File: config.mk
export PLATFORM = sky130hd
export DESIGN_NAME = csd_top
export DESIGN_NICKNAME = d
export VERILOG_FILES = /design/src/rtl/csd_pkg.sv /design/src/rtl/csd_cfg_regs.sv /design/src/rtl/csd_chan_match.sv /design/src/rtl/csd_prio_pick.sv /design/src/rtl/csd_top.sv
export SDC_FILE = /design/constraint.sdc
export NUM_CORES = 1
export LEC_CHECK = 0
export ABC_CLOCK_PERIOD_IN_PS = 2200
export CAP_MARGIN = 30
export CORE_MARGIN = 2
export CORE_UTILIZATION = 35
export CTS_CLUSTER_DIAMETER = 40
export CTS_CLUSTER_SIZE = 10
export DETAILED_ROUTE_END_ITERATION = 10
export PLACE_DENSITY = 0.56
export SYNTH_ARGS = -nofsm -noshare
export SYNTH_HDL_FRONTEND = slang
export SYNTH_HIERARCHICAL = 1
export SYNTH_SLANG_ARGS = --single-unit
export TNS_END_PERCENT = 10
File: constraint.sdc
create_clock -name clk -period 2.2 [get_ports clk]
set_input_delay 0.22 -clock clk [delete_from_list [all_inputs] [get_ports clk]]
set_output_delay 0.22 -clock clk [all_outputs]
set_load 0.05 [all_outputs]
File: src/rtl/csd_pkg.sv
package csd_pkg;
    localparam int CFG_W   = 8;
    localparam int CTL_EN  = 3;
    localparam int CTL_IO  = 4;
    localparam int WS_LSB  = 5;
    localparam int WS_W    = 3;
    localparam int IO_LSB  = 4;

    localparam logic [1:0] SEL_CTL = 2'd0;
    localparam logic [1:0] SEL_LO  = 2'd1;
    localparam logic [1:0] SEL_HI  = 2'd2;

    typedef struct packed {
        logic [CFG_W-1:0] ctl;
        logic [CFG_W-1:0] lo;
        logic [CFG_W-1:0] hi;
    } chan_cfg_t;

    localparam chan_cfg_t CFG_BOOT = '{ctl: 8'h08, lo: 8'h00, hi: 8'hFF};
    localparam chan_cfg_t CFG_OFF  = '{ctl: 8'h00, lo: 8'h00, hi: 8'h00};
endpackage

File: src/rtl/csd_cfg_regs.sv
module csd_cfg_regs
    import csd_pkg::*;
#(
    parameter int NUM_CS = 4,
    localparam int CH_W  = (NUM_CS > 1) ? $clog2(NUM_CS) : 1
) (
    input  logic                   clk,
    input  logic                   rst_n,
    input  logic                   wr_en_i,
    input  logic [CH_W-1:0]        wr_chan_i,
    input  logic [1:0]             wr_sel_i,
    input  logic [CFG_W-1:0]       wr_data_i,
    output chan_cfg_t [NUM_CS-1:0] cfg_o
);
    chan_cfg_t [NUM_CS-1:0] cfg_d, cfg_q;

    always_comb begin
        cfg_d = cfg_q;
        for (int c = 0; c < NUM_CS; c++) begin
            if (wr_en_i && wr_chan_i == CH_W'(c)) begin
                case (wr_sel_i)
                    SEL_CTL: cfg_d[c].ctl = wr_data_i;
                    SEL_LO:  cfg_d[c].lo  = wr_data_i;
                    SEL_HI:  cfg_d[c].hi  = wr_data_i;
                    default: ;
                endcase
            end
        end
    end

    always_ff @(posedge clk or negedge rst_n) begin
        if (!rst_n) begin
            for (int c = 0; c < NUM_CS; c++)
                cfg_q[c] <= (c == 0) ? CFG_BOOT : CFG_OFF;
        end else begin
            cfg_q <= cfg_d;
        end
    end

    assign cfg_o = cfg_q;
endmodule

File: src/rtl/csd_chan_match.sv
module csd_chan_match
    import csd_pkg::*;
#(
    parameter int ADDR_W = 24
) (
    input  chan_cfg_t         cfg_i,
    input  logic [ADDR_W-1:0] addr_i,
    input  logic              mem_req_i,
    input  logic              io_req_i,
    input  logic              io_instr_i,
    output logic              hit_o,
    output logic              io_o
);
    localparam int PAGE_LSB = ADDR_W - CFG_W;

    logic [CFG_W-1:0] page;
    logic [CFG_W-1:0] io_key;
    logic             periph;
    logic             en;
    logic             io_mode;
    logic             mem_hit;
    logic             io_hit;

    always_comb begin
        page    = addr_i[PAGE_LSB +: CFG_W];
        io_key  = addr_i[IO_LSB +: CFG_W];
        periph  = addr_i[7];
        en      = cfg_i.ctl[CTL_EN];
        io_mode = cfg_i.ctl[CTL_IO];
        mem_hit = mem_req_i && en && !io_mode
                  && (page >= cfg_i.lo) && (page <= cfg_i.hi);
        io_hit  = io_req_i && io_instr_i && en && io_mode
                  && (io_key == cfg_i.lo) && !periph;
        hit_o   = mem_hit || io_hit;
        io_o    = io_hit;
    end
endmodule

File: src/rtl/csd_prio_pick.sv
module csd_prio_pick #(
    parameter int N = 4
) (
    input  logic [N-1:0] req_i,
    output logic [N-1:0] gnt_o
);
    always_comb begin
        gnt_o = '0;
        for (int i = N - 1; i >= 0; i--) begin
            if (req_i[i]) begin
                gnt_o    = '0;
                gnt_o[i] = 1'b1;
            end
        end
    end
endmodule

File: src/rtl/csd_top.sv
module csd_top
    import csd_pkg::*;
#(
    parameter int NUM_CS = 4,
    parameter int ADDR_W = 24,
    localparam int CH_W  = (NUM_CS > 1) ? $clog2(NUM_CS) : 1
) (
    input  logic              clk,
    input  logic              rst_n,
    input  logic              wr_en,
    input  logic [CH_W+1:0]   wr_addr,
    input  logic [CFG_W-1:0]  wr_data,
    input  logic [ADDR_W-1:0] addr,
    input  logic              mem_req,
    input  logic              io_req,
    input  logic              io_instr,
    output logic [NUM_CS-1:0] cs_n,
    output logic              ioreq_n,
    output logic              wait_req
);
    typedef struct packed {
        logic [NUM_CS-1:0] cs_n;
        logic              ioreq_n;
        logic [WS_W-1:0]   wcnt;
        logic              strb;
    } dec_t;

    chan_cfg_t [NUM_CS-1:0] cfg;
    logic [NUM_CS-1:0]      hit_vec;
    logic [NUM_CS-1:0]      io_vec;
    logic [NUM_CS-1:0]      gnt;
    logic [WS_W-1:0]        ws_sel;
    logic                   io_sel;
    logic                   strb_now;
    dec_t                   st_d, st_q;

    csd_cfg_regs #(.NUM_CS(NUM_CS)) u_regs (
        .clk       (clk),
        .rst_n     (rst_n),
        .wr_en_i   (wr_en),
        .wr_chan_i (wr_addr[CH_W+1:2]),
        .wr_sel_i  (wr_addr[1:0]),
        .wr_data_i (wr_data),
        .cfg_o     (cfg)
    );

    for (genvar c = 0; c < NUM_CS; c++) begin : g_chan
        csd_chan_match #(.ADDR_W(ADDR_W)) u_match (
            .cfg_i      (cfg[c]),
            .addr_i     (addr),
            .mem_req_i  (mem_req),
            .io_req_i   (io_req),
            .io_instr_i (io_instr),
            .hit_o      (hit_vec[c]),
            .io_o       (io_vec[c])
        );
    end

    csd_prio_pick #(.N(NUM_CS)) u_pick (
        .req_i (hit_vec),
        .gnt_o (gnt)
    );

    always_comb begin
        ws_sel   = '0;
        io_sel   = 1'b0;
        for (int c = 0; c < NUM_CS; c++) begin
            if (gnt[c]) begin
                ws_sel = ws_sel | cfg[c].ctl[WS_LSB +: WS_W];
                io_sel = io_sel | io_vec[c];
            end
        end
        strb_now     = mem_req || io_req;
        st_d         = st_q;
        st_d.strb    = strb_now;
        st_d.cs_n    = ~gnt;
        st_d.ioreq_n = ~io_sel;
        if (strb_now && !st_q.strb)
            st_d.wcnt = ws_sel;
        else if (st_q.wcnt != '0)
            st_d.wcnt = st_q.wcnt - 1'b1;
    end

    always_ff @(posedge clk or negedge rst_n) begin
        if (!rst_n) begin
            st_q.cs_n    <= '1;
            st_q.ioreq_n <= 1'b1;
            st_q.wcnt    <= '0;
            st_q.strb    <= 1'b0;
        end else begin
            st_q <= st_d;
        end
    end

    assign cs_n     = st_q.cs_n;
    assign ioreq_n  = st_q.ioreq_n;
    assign wait_req = (st_q.wcnt != '0);
endmodule

; ---- Yosys cells after proc, flatten, opt, wreduce, memory -nomap -nowiden
; Index checks and enable logic that the tools add are counted.
[totals]
ff_bits = 105
output_inout_bits = 6
elab_cells = 121
[classes]
n_addsub = 1
magnitude_cmp = 8
eq_ne = 9
mux = 14
n_bitwise = 8
n_reduce_logical = 65
[ops]
columns = cell, n
row1 = $logic_and 1x1->1, 38
row2 = $eq 8x8->1, 4
row3 = $ge 8x8->1, 4
row4 = $le 8x8->1, 4
row5 = $reduce_and 2->1, 12
row6 = $mux 3, 6
row7 = $mux 4, 4
row8 = $or 3x3->3, 3
row9 = $eq 2x2->1 const B, 3
row10 = $logic_not 1->1, 6
row11 = $logic_or 1x1->1, 5
row12 = $eq 2x1->1 const B, 2
row13 = $logic_not 2->1, 2
row14 = $mux 1, 4
row15 = $not 4->4, 1
row16 = $or 1x1->1, 3
row17 = $reduce_bool 3->1, 1
row18 = $sub 3x1->3 const B, 1
row19 = $reduce_bool 2->1, 1
row20 = $not 1->1, 1

; ---- Depth between registers and ports, before layout
; Gate-level depths: netlist of run 1.
[depth]
ltp_word = 18
ltp_mapped = 11
ltp_nobuf = 11

; ---- Hierarchy
; Netlist of run 1, hierarchy kept.
[by_module_without_submodules]
columns = mod, n_inst, cells_per_inst, area_each_um2, seq_area_each_um2
row1 = csd_cfg_regs, 1, 223, 3756.1, 2413.6
row2 = csd_chan_match, 4, 69, 549.3, 0.0
row3 = csd_top, 1, 43, 483.0, 231.5
row4 = csd_prio_pick, 1, 4, 38.8, 0.0

; ---- Least setup slack after synthesis of run 1
; OpenSTA, ideal clock, no wires.
[synth_timing]
path_kind = register to register
from = register u_regs.cfg_q (netlist bit u_regs/cfg_o[1])
to = register st_q[2] in the netlist's numbering
setup_ps = 125
t_arrival_ps = 2362
required_ps = 2075
setup_slack_ps = -287
stages_incl_launch_ff = 12
period_less_slack_ps = 2487
path_cell_list = dfstp_2 -> inv_1 -> ha_1 -> nor2b_4 -> o211ai_2 -> a21oi_2 -> a2111oi_4 -> a31o_1 -> and2b_2 -> a22oi_1 -> nand2_1 -> mux2_4
[synth_lines]
columns = item, line
row1 = start: declaration, csd_cfg_regs.sv:15  ; chan_cfg_t [NUM_CS-1:0] cfg_d, cfg_q;
row2 = start signal: indexed assignment, csd_cfg_regs.sv:34  ; cfg_q[c] <= (c == 0) ? CFG_BOOT : CFG_OFF;
row3 = start signal: assignment, csd_cfg_regs.sv:36  ; cfg_q <= cfg_d;
row4 = $le 8x8->1 *, csd_chan_match.sv:31  ; && (page >= cfg_i.lo) && (page <= cfg_i.hi);
row5 = $logic_and 1x1->1 *, csd_chan_match.sv:31
row6 = $logic_or 1x1->1 *, csd_chan_match.sv:34  ; hit_o = mem_hit || io_hit;
row7 = net hit_vec[0], csd_top.sv:29  ; logic [NUM_CS-1:0] hit_vec;
row8 = $mux 4 *, csd_prio_pick.sv:10  ; if (req_i[i]) begin
row9 = net gnt[1], csd_top.sv:31  ; logic [NUM_CS-1:0] gnt;
row10 = $mux 3 *, csd_top.sv:68  ; if (gnt[c]) begin
row11 = $or 3x3->3, csd_top.sv:69  ; ws_sel = ws_sel | cfg[c].ctl[WS_LSB +: WS_W];
row12 = $mux 3 *, csd_top.sv:68
row13 = $or 3x3->3, csd_top.sv:69
row14 = $mux 3 *, csd_top.sv:68
row15 = $mux 3 *, csd_top.sv:78  ; if (strb_now && !st_q.strb)
row16 = end signal: assignment, csd_top.sv:91  ; st_q <= st_d;
row17 = end: declaration, csd_top.sv:35  ; dec_t st_d, st_q;
; Mark *: on every way through the listed nets, which the timed path passes. The rest lies on a longest branch.
; A chain may end at the register's enable or synchronous reset.

; ---- Worst setup path after layout of run 1
[layout_timing]
from = register u_regs.cfg_q (netlist bit u_regs/cfg_o[2])
to = register st_q[2] in the netlist's numbering
; Same word-level chain as after synthesis.

==> results of run 1 <==
==> cell type report <==
cell class / instances / area, µm²
clock buffer: 13 / 240
clock inverter: 2 / 60.1
fill: 1565 / 9130
inverter: 71 / 267
multi-input combinational: 341 / 3430
sequential: 93 / 2340
tap: 220 / 275
timing repair buffer: 113 / 951
==> what timing repair did <==
action,in CTS,in global routing
hold buffers,1,0
resized for setup,18,4
setup buffers,1,0
setup endpoints to repair,8,7
hold endpoints to repair,30,0
pin swaps,7,2
==> stage by stage <==
step | TNS, ns | area (µm²)
global placement | -4.25 | 7140
CTS | -1.25 | 7540
floorplan | -0.539 | 6030
finish | -1.29 | 7570
global route | -2.00 | 7570
detailed placement | -4.17 | 7140
==> state kept, by name, summed over array words and instances, names as in the netlist <==
signal and count:
u_regs/cfg_o 84, cs_n 4, st_q 4, ioreq_n 1
==> power groups by stage <==
stage               Clock [mW]  Combinational, mW  Sequential [mW]
floorplan                    0               1.46             2.37
global placement             0               2.18             2.40
detailed placement           0               2.25             2.41
CTS                       1.68               2.31             2.39
global route              1.77               2.57             2.44
finish                    1.64               2.32             2.39
==> worst paths after layout <==
path	from	end	slack, ns	cells past startpoint
setup / recovery	u_regs/cfg_o[2]	st_q[2]	-0.35	11
hold / removal	rst_n	u_regs/cfg_o[29]	0.40	2
setup reg to reg	u_regs/cfg_o[2]	st_q[2]	-0.35	11
hold reg to reg	u_regs/cfg_o[79]	u_regs/cfg_o[79]	0.51	1
max in group asynchronous	rst_n	u_regs/cfg_o[35]	1.10	3
min in group clk	u_regs/cfg_o[79]	u_regs/cfg_o[79]	0.51	1
==> metal layers <==
metal | vias up | track usage | part of all wire
met5 | - | 0 | 0
met4 | 0 | 0.0556 | 0.016
met3 | 15 | 0.0344 | 0.037
met2 | 65 | 0.318 | 0.49
met1 | 2131 | 0.238 | 0.45
li1 | 2040 | - | -
==> results.cfg, run 1 <==
[critical_path]
start_kind = flop
crit_path_max_fanout = 5
arrival_ns = 2.79
end_kind = flop
cp_top_family = compound AO/OA/AOI/OAI gates
worstSetupPathType = flop to flop
slowest_delay_ns = 0.54
worst-path-buf-inv = 1
cp_slowest_cell = dfstp_2
crit_chain = inv_2 -> ha_4 -> nand4_1 -> nand2b_1 -> a21oi_2 -> a2111oi_4 -> a31o_1 -> and2b_2 -> a22oi_2 -> nand2_1 -> mux2_4
critPathRequiredTime_ns = 2.44

[logic_synthesis]
synthCells = 522
synth_fp_nets = 630
yosysWarnings = 6
synth_area_mm2 = 0.00603
avgSynthCellArea_um2 = 11.5

[detailed_routing]
num_vias = 4251
drt_iter0_markers = 174
drc = 0
via_per_inst = 4.98
first_pass_iters = 4
drt-total-wl_um = 15800
routedWlPerCell_um = 18.5
ant_nets = 0

[final_layout]
area_growth_pct = 25.6
final_cell_mix = dfrtp_1 (79), mux2_2 (79), buf_4 (73), inv_1 (68), ha_1 (61)
drive_above_1_share = 0.370
final_core_util = 0.453
stdcell_count = 853
nets = 737
n_antenna_cell = 0

[clock_network]
clockBufferDepth = 2
cts.sinks = 93
clk_pin_slew_worst_paths_ns = 0.06
tritoncts = yes
insertion_delay_ns = 0.35
htreeDepth = 3
numCtsBuffers = 9
cts-root-buf = clkbuf_16

[sta]
grt_setup_unrepaired = true
min_period_ns = 2.55
worst_pin_slew_ns = 0.714
max_freq_mhz = 392
finalCritPeriodShare = 1.16
fin_skew_ns = 0.00476
report.final.hold_viol_count = 0
setup_viol = 6
holdWs_ns = 0.401
slew_headroom = 0.523
drv_slew = 0
fin_ws_ns = -0.353

[pwr]
pwr-share-comb = 0.365
p_per_area_mw_per_mm2 = 838
vdd_drop_max_mv = 0.482
p_total_mw = 6.35
power.internal_mw = 4.36
switching_share = 0.313
leakage_nw = 3.38
power.switching_mw = 1.99
p_clk_frac = 0.259
p_seq_frac = 0.376

[die]
start_util = 0.361
num_rows = 47
core_mm2 = 0.0167
die_h_um = 135
io-pin-count = 48
die-area_mm2 = 0.0183
die_w_um = 135

[run_status]
violations = negative setup slack
status = finished, violations left

[placement]
portBuffers = 39
dp_cells = 836
dp_slack_ns = -0.757
place_congestion = 0.916
place_hpwl_um = 12200

[global_routing]
grt_pass1_wl_um = 25500
grt_max_degree = 42
track_usage = 0.185
overflow = 0
antenna_found_initial = 0
grt_pass1_vias = 4706

[job]
max_cap_violations = 0

[min_path]
min_path_type = input pin to asynchronous set/reset pin
(Power assumes the default switching activity.)
==> run 2, diff against run 1 <==
Settings changed: ABC_CLOCK_PERIOD_IN_PS 2200 to 2600, PLACE_DENSITY 0.56 to not set.
Clock period 2.2 ns to 2.6 ns, I/O delays scaled along.
==> run 2 against run 1 <==
  * The run now ends clean
  * Register-to-register slack better by 0.43 ns
  * Clock skew up 0.0013 ns
  * Sequential share of layout area up 0.44 points
  * Critical path depth up 2
  * Global-route usage down 0.65 points
  * Routed wire length down 1.8%
==> results.cfg, run 2 (synthesis gave the netlist of run 1 again) <==
[pwr]
leakage_nw = 3.25
p_total_mw = 5.21
power.switching_mw = 1.72
pwr-share-comb = 0.357
switching_share = 0.329
power.internal_mw = 3.49
vdd_drop_max_mv = 0.369
p_clk_frac = 0.248
p_per_area_mw_per_mm2 = 697
p_seq_frac = 0.395

[detailed_routing]
ant_nets = 0
drt-total-wl_um = 15500
drt_iter0_markers = 167
routedWlPerCell_um = 18.8
num_vias = 4168
via_per_inst = 5.06
drc = 0
first_pass_iters = 4

[critical_path]
worst-r2r-setup-slack_ns = 0.08
cp_top_family = buffers and inverters
start_kind = input pin
worst-path-buf-inv = 3
slowest_delay_ns = 0.47
critPathRequiredTime_ns = 2.84
crit_path_max_fanout = 6
end_kind = flop
cp_slowest_cell = clkdlybuf4s50_1
crit_chain = clkdlybuf4s50_1 -> buf_6 -> ha_1 -> nand4_1 -> nand2b_1 -> a21oi_4 -> a2111oi_4 -> a31o_1 -> nor3b_2 -> buf_4 -> a22oi_2 -> nand2_1 -> mux2_4
rr_endpoint = st_q[2]
worstSetupPathType = input pin to flop
arrival_ns = 2.79
rr_worst_depth = 11
rr_startpoint = u_regs/cfg_o[5]

[clock_network]
htreeDepth = 3
cts-root-buf = clkbuf_16
numCtsBuffers = 9
clk_pin_slew_worst_paths_ns = 0.06
insertion_delay_ns = 0.36
tritoncts = yes
cts.sinks = 93
clockBufferDepth = 2

[sta]
finalCritPeriodShare = 0.978
max_freq_mhz = 393
fin_ws_ns = 0.0564
report.final.hold_viol_count = 0
fin_skew_ns = 0.00610
finalSetupTns_ns = 0
setup_viol = 0
slew_headroom = 0.527
worst_pin_slew_ns = 0.708
grt_setup_unrepaired = true
holdWs_ns = 0.457
drv_slew = 0
min_period_ns = 2.54

[placement]
dp_slack_ns = -0.414
portBuffers = 39
place_hpwl_um = 11600
place_congestion = 0.837

[global_routing]
grt_pass1_vias = 4601
overflow = 0
grt_max_degree = 48
antenna_found_initial = 0
grt_pass1_wl_um = 24500
track_usage = 0.179

[final_layout]
area_growth_pct = 23.8
drive_above_1_share = 0.366
final_core_util = 0.447
largest_reg_flops = 84
nets = 707
final_cell_mix = dfrtp_1 (79), mux2_2 (79), inv_1 (69), ha_1 (56), buf_4 (39)
n_antenna_cell = 0

[die]
start_util = 0.361
die_w_um = 135
die_h_um = 135
num_rows = 47
core_mm2 = 0.0167
die-area_mm2 = 0.0183
io-pin-count = 48

[min_path]
min_path_type = input pin to asynchronous set/reset pin

[job]
max_cap_violations = 0

[run_status]
status = finished clean
## run 2: cell count changes in the layout (fill, tap and decap cells not counted), moves of 2 or more
cell           change
a21oi_1            -3
a21oi_4            +2
buf_4             -34
buf_6              +4
bufinv_16          -2
clkbuf_1           -3
clkbuf_8           +2
clkinv_4           +2
clkinvlp_4         +2
dlygate4sd2_1      -2
ha_1               -5
ha_4               +5
o21ai_0            -3
o21ai_1            +2
## run 2: final cells by class
type,count,area (µm²)
Clock buffer,12,256
Fill cell,1567,9240
Clock inverter,4,32.5
Multi-Input combinational cell,341,3540
Inverter,71,267
Sequential cell,93,2340
Tap cell,220,275
Timing Repair Buffer,83,746
## run 2: how the worst max path moves through the flow
stage,startpoint,to,depth (start not counted)
final,addr[23],st_q[2],13
after global routing,u_regs/cfg_o[5],st_q[2],11
after CTS,u_regs/cfg_o[5],st_q[2],11
after detailed placement,addr[22],st_q[2],13
after global placement,addr[17],st_q[2],11
after floorplan,u_regs/cfg_o[1],st_q[2],11
## run 2: per-stage QoR
stage,instance area (µm²),instances
6_report,7470,824
2_1_floorplan,6030,522
3_5_place_dp,6880,801
3_3_place_gp,6880,801
5_1_grt,7470,824
4_1_cts,7240,819
## run 2: layer usage
layer	share of wire	vias up	track usage
met4	0.015	0	0.0619
met5	0	-	0
met2	0.49	48	0.305
li1	-	1977	-
met3	0.022	15	0.0239
met1	0.47	2128	0.234
## run 2: power by group through the flow
stage | clock network [mW] | logic [mW] | registers (mW)
after global placement | 0 | 1.65 | 2.08
after CTS | 1.33 | 1.76 | 2.06
after floorplan | 0 | 1.23 | 2.01
after global routing | 1.38 | 2.06 | 2.11
after detailed placement | 0 | 1.71 | 2.09
final | 1.29 | 1.86 | 2.06
## run 2: what timing repair did
action,in CTS,in global routing
buffers inserted,1,5
hold endpoints to repair,35,0
setup endpoints to repair,4,4
pin swaps,4,19
resized for setup,11,32
hold buffers,1,0
==> run 3, diff against run 2 <==
Settings changed: PLACE_DENSITY set to 0.55.
==> run 3 against run 2 <==
  * Critical path depth is 1 higher
  * Clock power increased by 4%
  * Non-clock buffer count unchanged
  * Maximum frequency shrank 0.80%
  * Final cell count unchanged
  * First-iteration DRC count is 33% lower
  * Core utilization is essentially flat
  * Hold slack got worse by 0.12 ns
  * Worst setup slack lost 0.021 ns
  * Cell area hardly changed
  * Die area unchanged
  * Sequential power about the same
  * Critical endpoint is now st_q[1]
  * Highest routed layer unchanged
==> results.cfg, run 3 (synthesis gave the netlist of run 1 again) <==
[critical_path]
start_kind = input pin
critPathRequiredTime_ns = 2.89
worstSetupPathType = input pin to flop
end_kind = flop
arrival_ns = 2.85
crit_path_max_fanout = 8

[detailed_routing]
ant_nets = 0
drt-total-wl_um = 15100
drt_iter0_markers = 112
num_vias = 4123
routedWlPerCell_um = 18.3
first_pass_iters = 4
via_per_inst = 5.00
drc = 0

[placement]
place_hpwl_um = 11500
portBuffers = 39
dp_slack_ns = -0.399
place_congestion = 0.869
dp_cells = 806

[run_status]
status = finished clean

[clock_network]
cts.sinks = 93
clockBufferDepth = 2
cts-root-buf = clkbuf_16
htreeDepth = 3
insertion_delay_ns = 0.36
clk_pin_slew_worst_paths_ns = 0.07
tritoncts = yes
numCtsBuffers = 9

[min_path]
min_path_type = input pin to asynchronous set/reset pin

[final_layout]
largest_reg_flops = 84
drive_above_1_share = 0.354
fillers = 1595
nets = 707
final_core_util = 0.447
stdcell_count = 824
area_growth_pct = 23.8
n_antenna_cell = 0
final_cell_mix = dfrtp_1 (79), mux2_2 (79), inv_1 (69), ha_1 (59), buf_4 (39)

[pwr]
p_seq_frac = 0.394
power.internal_mw = 3.53
power.switching_mw = 1.70
leakage_nw = 3.28
p_per_area_mw_per_mm2 = 701
p_clk_frac = 0.256
pwr-share-comb = 0.351
vdd_drop_max_mv = 0.369
switching_share = 0.324

[sta]
fin_ws_ns = 0.0359
fin_skew_ns = 0.00756
drv_slew = 0
setup_viol = 0
min_period_ns = 2.56
max_freq_mhz = 390
slew_headroom = 0.524
finalCritPeriodShare = 0.986
grt_setup_unrepaired = true
report.final.hold_viol_count = 0
worst_pin_slew_ns = 0.712

[die]
num_rows = 47
die_w_um = 135
core_mm2 = 0.0167
start_util = 0.361
io-pin-count = 48
die_h_um = 135
die-area_mm2 = 0.0183

[global_routing]
grt_pass1_vias = 4435
grt_max_degree = 70
antenna_found_initial = 0
track_usage = 0.176
overflow = 0
grt_pass1_wl_um = 24200

[job]
max_cap_violations = 0
## run 3: cell types whose count changed in the layout (fill, tap and decap cells not counted), sizes merged
cell / before / now
bufinv: 0 / 1
clkbuf: 12 / 11
clkdlybuf4s50: 33 / 34
clkinvlp: 2 / 1
dlygate4sd2: 4 / 2
dlymetal6s2s: 1 / 2
inv: 71 / 72
## run 3: timing repair
item | CTS | global route
endpoints found under the hold margin | 17 | 0
setup buffers | 0 | 1
resized for setup | 7 | 26
pin swaps | 5 | 5
setup endpoints to repair | 4 | 4
hold buffers | 1 | 0
## run 3: path summary, 6_finish.rpt
check | endpoint | startpoint | slack (ns) | cells after the start
setup / recovery | st_q[1] | addr[22] | 0.04 | 14
hold / removal | u_regs/cfg_o[54] | rst_n | 0.34 | 2
setup reg to reg | st_q[1] | u_regs/cfg_o[5] | 0.04 | 13
hold reg to reg | u_regs/cfg_o[30] | u_regs/cfg_o[30] | 0.51 | 1
max in group asynchronous | ioreq_n | rst_n | 1.54 | 3
min in group clk | u_regs/cfg_o[30] | u_regs/cfg_o[30] | 0.51 | 1
## run 3: layout make-up
cell class	instances	area [µm²]	share of cell area
flip-flops and latches	93	2340	0.314
repair buffers	83	777	0.104
clock buffers	11	233	0.0312
inverters	71	267	0.0357
well taps	220	275	0.0369
clock inverters	5	60.1	0.00805
multi-input cells	341	3500	0.470
## run 3: routing by layer
layer,routed length [µm],GRT usage
met1,7080,0.234
met2,7330,0.288
met3,450,0.0329
met4,250,0.0567
met5,0,0
## run 3: through the flow
| stage | TNS, ns | hold slack (ns) | total power [mW] | cell area (µm²) |
|---|---|---|---|---|
| final | 0 | 0.339 | 5.23 | 7460 |
| after global routing | -0.163 | 0.387 | 5.57 | 7460 |
| after CTS | -0.0106 | 0.353 | 5.19 | 7290 |
| after detailed placement | -1.71 | 0.196 | 3.81 | 6960 |
| after global placement | -1.57 | 0.197 | 3.76 | 6960 |
| after floorplan | 0 | -0.0356 | 3.24 | 6030 |
## run 3: critical path: stages
cell	delay [ns]
clkdlybuf4s50_1	0.45
buf_12	0.16
ha_1	0.30
nand4_1	0.13
nand2b_4	0.18
a21oi_4	0.16
a2111oi_4	0.06
a31o_1	0.27
nor4b_2	0.29
buf_4	0.18
buf_6	0.09
a22o_1	0.14
nor3_2	0.04
a21oi_1	0.12
## run 3: power by group through the flow
stage / registers [mW] / logic [mW] / clock network [mW]
6_report: 2.06 / 1.83 / 1.34
5_1_grt: 2.11 / 2.03 / 1.43
4_1_cts: 2.06 / 1.76 / 1.37
3_5_place_dp: 2.08 / 1.73 / 0
3_3_place_gp: 2.07 / 1.69 / 0
2_1_floorplan: 2.01 / 1.23 / 0
